`config.mk`:
```
export PLATFORM = sky130hd
export DESIGN_NAME = sector_guard
export DESIGN_NICKNAME = d
export VERILOG_FILES = /design/src/rtl/sg_pkg.sv /design/src/rtl/sg_sector_map.sv /design/src/rtl/sg_lock_bank.sv /design/src/rtl/sg_access_judge.sv /design/src/rtl/sector_guard.sv
export SDC_FILE = /design/constraint.sdc
export NUM_CORES = 1
export LEC_CHECK = 0
export BUFFER_PORTS_ARGS = -buffer_cell sky130_fd_sc_hd__buf_2
export CAP_MARGIN = 25
export CORE_UTILIZATION = 59
export CTS_CLUSTER_SIZE = 24
export DETAILED_ROUTE_END_ITERATION = 6
export PLACE_DENSITY_LB_ADDON = 0.1
export RECOVER_POWER = 100
export SLEW_MARGIN = 40
export SYNTH_ARGS = -nofsm -noshare
export SYNTH_HDL_FRONTEND = slang
export SYNTH_SLANG_ARGS = --single-unit
```
`constraint.sdc`:
```
create_clock -name clk -period 3.2 [get_ports clk]
set_clock_uncertainty 0.2 [all_clocks]
set_input_delay 0.64 -clock clk [delete_from_list [all_inputs] [get_ports clk]]
set_output_delay 0.64 -clock clk [all_outputs]
set_load 0.005 [all_outputs]
```
`src/rtl/sg_pkg.sv`:
```
package sg_pkg;
  typedef enum logic [1:0] {
    OP_LOCK     = 2'b00,
    OP_UNLOCK   = 2'b01,
    OP_LOCKDOWN = 2'b10,
    OP_NONE     = 2'b11
  } prot_op_e;
endpackage

```
`src/rtl/sg_sector_map.sv`:
```
module sg_sector_map #(
  parameter int ADDR_W   = 20,
  parameter int SMALL_W  = 12,
  parameter int MAIN_W   = 15,
  parameter bit TOP_BOOT = 1'b1,
  parameter int IDX_W    = 6
) (
  input  logic [ADDR_W-1:0] addr,
  output logic [IDX_W-1:0]  idx
);
  localparam int HI_W      = ADDR_W - MAIN_W;
  localparam int SUB_W     = MAIN_W - SMALL_W;
  localparam int NUM_SMALL = 1 << SUB_W;
  localparam int NUM_HI    = 1 << HI_W;

  logic [HI_W-1:0]  hi;
  logic [SUB_W-1:0] sub;
  assign hi  = addr[ADDR_W-1:MAIN_W];
  assign sub = addr[MAIN_W-1:SMALL_W];

  generate
    if (TOP_BOOT) begin : g_top
      // Small sectors fill the last large slot; large sectors are numbered by slot.
      always_comb begin
        if (hi == HI_W'(NUM_HI - 1)) idx = IDX_W'(NUM_HI - 1) + IDX_W'(sub);
        else                         idx = IDX_W'(hi);
      end
    end else begin : g_bottom
      // Small sectors fill slot 0; large sectors follow them.
      always_comb begin
        if (hi == '0) idx = IDX_W'(sub);
        else          idx = IDX_W'(hi) + IDX_W'(NUM_SMALL - 1);
      end
    end
  endgenerate
endmodule

```
`src/rtl/sg_lock_bank.sv`:
```
module sg_lock_bank
  import sg_pkg::*;
#(
  parameter int NUM_SECT = 39,
  parameter int IDX_W    = 6
) (
  input  logic                clk,
  input  logic                rst,
  input  logic                wr_en,
  input  logic [1:0]          op,
  input  logic [IDX_W-1:0]    idx,
  input  logic                wp_n,
  output logic [NUM_SECT-1:0] lock_q,
  output logic [NUM_SECT-1:0] down_q
);
  prot_op_e op_e;
  assign op_e = prot_op_e'(op);

  always_ff @(posedge clk) begin
    if (rst) begin
      lock_q <= '1;
      down_q <= '0;
    end else if (wr_en) begin
      if (op_e == OP_UNLOCK) begin
        lock_q <= wp_n ? '0 : (lock_q & down_q);
      end else begin
        for (int i = 0; i < NUM_SECT; i++) begin
          if (idx == IDX_W'(i)) begin
            if (op_e == OP_LOCK || op_e == OP_LOCKDOWN) lock_q[i] <= 1'b1;
            if (op_e == OP_LOCKDOWN)                    down_q[i] <= 1'b1;
          end
        end
      end
    end
  end
endmodule

```
`src/rtl/sg_access_judge.sv`:
```
module sg_access_judge #(
  parameter int NUM_SECT = 39,
  parameter int IDX_W    = 6
) (
  input  logic                clk,
  input  logic                rst,
  input  logic                chk_valid,
  input  logic [IDX_W-1:0]    chk_idx,
  input  logic [IDX_W-1:0]    cfg_idx,
  input  logic                wp_n,
  input  logic [NUM_SECT-1:0] lock_q,
  input  logic [NUM_SECT-1:0] down_q,
  output logic                chk_ok,
  output logic                chk_err,
  output logic [1:0]          cfg_code
);
  logic refused;
  assign refused = lock_q[chk_idx] | (down_q[chk_idx] & ~wp_n);

  always_ff @(posedge clk) begin
    if (rst) begin
      chk_ok   <= 1'b0;
      chk_err  <= 1'b0;
      cfg_code <= 2'b00;
    end else begin
      chk_ok   <= chk_valid & ~refused;
      chk_err  <= chk_valid & refused;
      cfg_code <= {down_q[cfg_idx], lock_q[cfg_idx]};
    end
  end
endmodule

```
`src/rtl/sector_guard.sv`:
```
module sector_guard #(
  parameter int ADDR_W   = 20,
  parameter int SMALL_W  = 12,
  parameter int MAIN_W   = 15,
  parameter bit TOP_BOOT = 1'b1
) (
  input  logic              clk,
  input  logic              rst,
  input  logic              wp_n,
  input  logic              req_valid,
  input  logic [1:0]        req_op,
  input  logic [ADDR_W-1:0] req_addr,
  input  logic              chk_valid,
  input  logic [ADDR_W-1:0] chk_addr,
  output logic              chk_ok,
  output logic              chk_err,
  input  logic [ADDR_W-1:0] cfg_addr,
  output logic [1:0]        cfg_code
);
  localparam int NUM_SECT = (1 << (ADDR_W - MAIN_W)) - 1 + (1 << (MAIN_W - SMALL_W));
  localparam int IDX_W    = $clog2(NUM_SECT);

  logic [IDX_W-1:0]    req_idx, chk_idx, cfg_idx;
  logic [NUM_SECT-1:0] lock_q, down_q;

  sg_sector_map #(.ADDR_W(ADDR_W), .SMALL_W(SMALL_W), .MAIN_W(MAIN_W),
                  .TOP_BOOT(TOP_BOOT), .IDX_W(IDX_W))
    map_req_i (.addr(req_addr), .idx(req_idx));
  sg_sector_map #(.ADDR_W(ADDR_W), .SMALL_W(SMALL_W), .MAIN_W(MAIN_W),
                  .TOP_BOOT(TOP_BOOT), .IDX_W(IDX_W))
    map_chk_i (.addr(chk_addr), .idx(chk_idx));
  sg_sector_map #(.ADDR_W(ADDR_W), .SMALL_W(SMALL_W), .MAIN_W(MAIN_W),
                  .TOP_BOOT(TOP_BOOT), .IDX_W(IDX_W))
    map_cfg_i (.addr(cfg_addr), .idx(cfg_idx));

  sg_lock_bank #(.NUM_SECT(NUM_SECT), .IDX_W(IDX_W)) bank_i (
    .clk(clk), .rst(rst), .wr_en(req_valid), .op(req_op), .idx(req_idx),
    .wp_n(wp_n), .lock_q(lock_q), .down_q(down_q));

  sg_access_judge #(.NUM_SECT(NUM_SECT), .IDX_W(IDX_W)) judge_i (
    .clk(clk), .rst(rst), .chk_valid(chk_valid), .chk_idx(chk_idx),
    .cfg_idx(cfg_idx), .wp_n(wp_n), .lock_q(lock_q), .down_q(down_q),
    .chk_ok(chk_ok), .chk_err(chk_err), .cfg_code(cfg_code));
endmodule

```
==> flow_metrics.tcl <==
set metrics [dict create \
    h-tree-depth 3 \
    synth_cell_type_count 60 \
    p_leak_nw 2.29 \
    use_met3 0.0809 \
    synth_edf_count 0 \
    synth_top_area_cell "dfxtp_1" \
    total_power_w 0.00230 \
    grtUsageTotal 0.376 \
    synth_cells 670 \
    viasPerCell 6.87 \
    die_h_um 97.8 \
    rsz0062_at_grt "false" \
    fin_util 0.692 \
    drt_iter0_markers 591 \
    setup.worst_path.class "in -> reg" \
    ant_nets 0 \
    async_reset_ff_frac 0 \
    cts_max_path_buffers 2 \
    numPortBuffers 34 \
    crit_chain "clkbuf_1 > nand2_1 > o31a_1 > clkbuf_2 > mux4_2 > mux2i_1 > a311oi_1 > o21a_1" \
    synth_xor_area_frac 0 \
    synth.area.top_cells "dfxtp_1 30%, a21oi_1 8.4%, mux4_2 7.5%" \
    antennaDiodeCount 0 \
    synth_flop_cell "dfxtp_1" \
    rows 34 \
    gp_congestion 1.03 \
    clkLatencyLatePin_ns 0.38 \
    p_seq_frac 0.476 \
    ys_seq_area_frac 0.303 \
    outcome "finished, violations left" \
    synth-adder-area-share 0.0139 \
    placedCellCount 823 \
    p_int_w 0.00154 \
    fin_crit_sh 0.922 \
    critPathBufInv 2 \
    numCtsBuffers 9 \
    synth.most_common_cell "nor2_1" \
    p_clk_frac 0.312 \
    synth.mux.area_fraction 0.114 \
    drive_above_1_share 0.185 \
    grt_max_degree 40 \
    ys_ff_latch 82 \
    die_area_um2 9570 \
    wl_per_cell_um 20.7 \
    failed_checks "design-rule violations" \
    core_area_um2 8810 \
    synth_nets 743 \
    synth_compound_area_frac 0.303 \
    setup_violations 0 \
    fin_hold_ws_ns 0.288 \
    slew_headroom 0.460 \
    grtUsageMet2 0.577 \
    startpoint_type "input port" \
    drc 7 \
    cts_setup_buffers 0 \
    worstPathRequired_ns 3.28 \
    power-per-cell-area_nw_per_um2 377 \
    cts_resized 0 \
    initial_core_util 0.615 \
    avgSynthCellArea_um2 8.09 \
    final_hold_viol_count 0 \
    top_usage_layer "met2" \
    swShare 0.329 \
    hpwl_mm 12.5 \
    setup_tns_ns 0 \
    stdcell_count 839 \
    tightest_slew_ns 0.803 \
    critPathTopFamily "compound AO/OA/AOI/OAI gates" \
    grt-ovfl-total 0 \
    fmax_mhz 339 \
    cp-end-kind "flip-flop" \
    combPwrFrac 0.212 \
    hold_buffers 0 \
    synth_commonest_cells "92 x nor2_1, 91 x a21oi_1, 82 x dfxtp_1, 57 x inv_1, 46 x o21ai_0" \
    vias 5762 \
    clock_sinks 82 \
    netSwitchingPower_w 0.000757 \
    hold_class "reg -> reg" \
    routed_wl_mm 17.4 \
    grt_pass1_vias 5441 \
    cp_data_arrival_time_ns 3.03 \
    ir_worst_vdd_mv 0.226 \
    period_needed_ns 2.95 \
    nets 799 \
    drt_first_pass_iters 7 \
    die-width_um 97.8 \
    io_pins 71 \
    syn_area_um2 5420 \
    synth_top_family_by_area "compound AO/OA/AOI/OAI gates" \
    final-max-slew-violation-count 0 \
    cts.clk_slew.worst_paths_ns 0.11 \
    yosysTopAreaCellShare 0.303 \
    maxCapViolations 0 \
    critPathMaxStageDelay_ns 0.66 \
    use_met1 0.521 \
    syn2layout_area_growth_pct 12.4 \
    antenna_found_initial 0 \
    synth-simple-area-share 0.183 \
    root_buffer "clkbuf_8" \
    cts_tree "built" \
    yosys_warnings 0 \
    crit_slowest_cell "o31a_1" \
    critPathMaxFanout 12 \
    grt_first_pass_wirelength_mm 28.4 \
]
## state kept, by name, indices dropped and copies added (netlist names)
name / flops
judge_i.chk_err: 1
judge_i.cfg_code: 2
bank_i.lock_q: 39
bank_i.down_q: 39
judge_i.chk_ok: 1
## cells by family after synthesis
family,count (synthesis)
AO/OA/AOI/OAI,239
adder cells (fa/ha/maj),6
buffers and inverters,111
flip-flops,82
multiplexers,39
AND/OR/NAND/NOR,193
## cell usage in the layout, fill, tap and decap left out, types with 4 or more instances in the layout
| cell type | instances |
|---|---|
| nor2_1 | 92 |
| a21oi_1 | 91 |
| dfxtp_1 | 82 |
| inv_1 | 57 |
| buf_4 | 49 |
| o21ai_0 | 47 |
| a221o_1 | 39 |
| nand2_1 | 31 |
| buf_2 | 31 |
| mux2i_1 | 21 |
| mux4_2 | 18 |
| clkbuf_1 | 13 |
| nand3_1 | 11 |
| nor3_1 | 10 |
| clkbuf_8 | 9 |
| nor4_1 | 7 |
| a211oi_1 | 7 |
| o31a_1 | 6 |
| nand2b_1 | 6 |
| nor2b_1 | 6 |
| ha_1 | 6 |
| nand4_1 | 5 |
| a221oi_1 | 5 |
| nor4_4 | 4 |
| and4_1 | 4 |
| nand3b_1 | 4 |
| o21a_1 | 4 |
| a22oi_1 | 4 |
## power by group through the flow
| stage | Clock [W] | Sequential, W | Combinational [W] |
|---|---|---|---|
| global placement | 0 | 0.00111 | 0.000473 |
| detailed placement | 0 | 0.00112 | 0.000486 |
| global route | 0.000751 | 0.00110 | 0.000529 |
| CTS | 0.000713 | 0.00109 | 0.000488 |
| floorplan | 0 | 0.00110 | 0.000323 |
| finish | 0.000717 | 0.00109 | 0.000489 |
## per-stage QoR
| step | setup WS, ns | cell area (um2) |
|---|---|---|
| 2_1_floorplan | 0.314 | 5420 |
| 3_3_place_gp | -0.00626 | 6010 |
| 3_5_place_dp | -0.0676 | 6010 |
| 4_1_cts | 0.305 | 6190 |
| 5_1_grt | 0.102 | 6090 |
| 6_report | 0.251 | 6090 |
## area by class of cell
type	count	area, um2
clock buffer	9	124
clock inverter	7	51.3
fill	761	2710
inverter	57	214
multi-input combinational	477	3290
sequential	82	1640
tap	108	135
timing repair buffer	99	634
## worst min-delay path, stage by stage (launching register included)
cell     delay, ns
dfxtp_1       0.34
a21oi_1       0.04
nor2_1        0.08
## routing by layer
layer	part of all wire	wire, um
met1	0.42	7300
met2	0.45	7750
met3	0.11	1860
met4	0.028	483
met5	0	0
## worst paths after layout
check	depth (start not counted)	end	slack (ns)	from
worst max-delay path	8	judge_i.cfg_code[0]	0.25	cfg_addr[19]
worst max register to register	8	judge_i.chk_err	1.12	bank_i.down_q[0]
worst min-delay path	2	bank_i.down_q[18]	0.29	bank_i.down_q[18]
worst min register to register	2	bank_i.down_q[18]	0.29	bank_i.down_q[18]
Power figures use the tool's default switching activity.
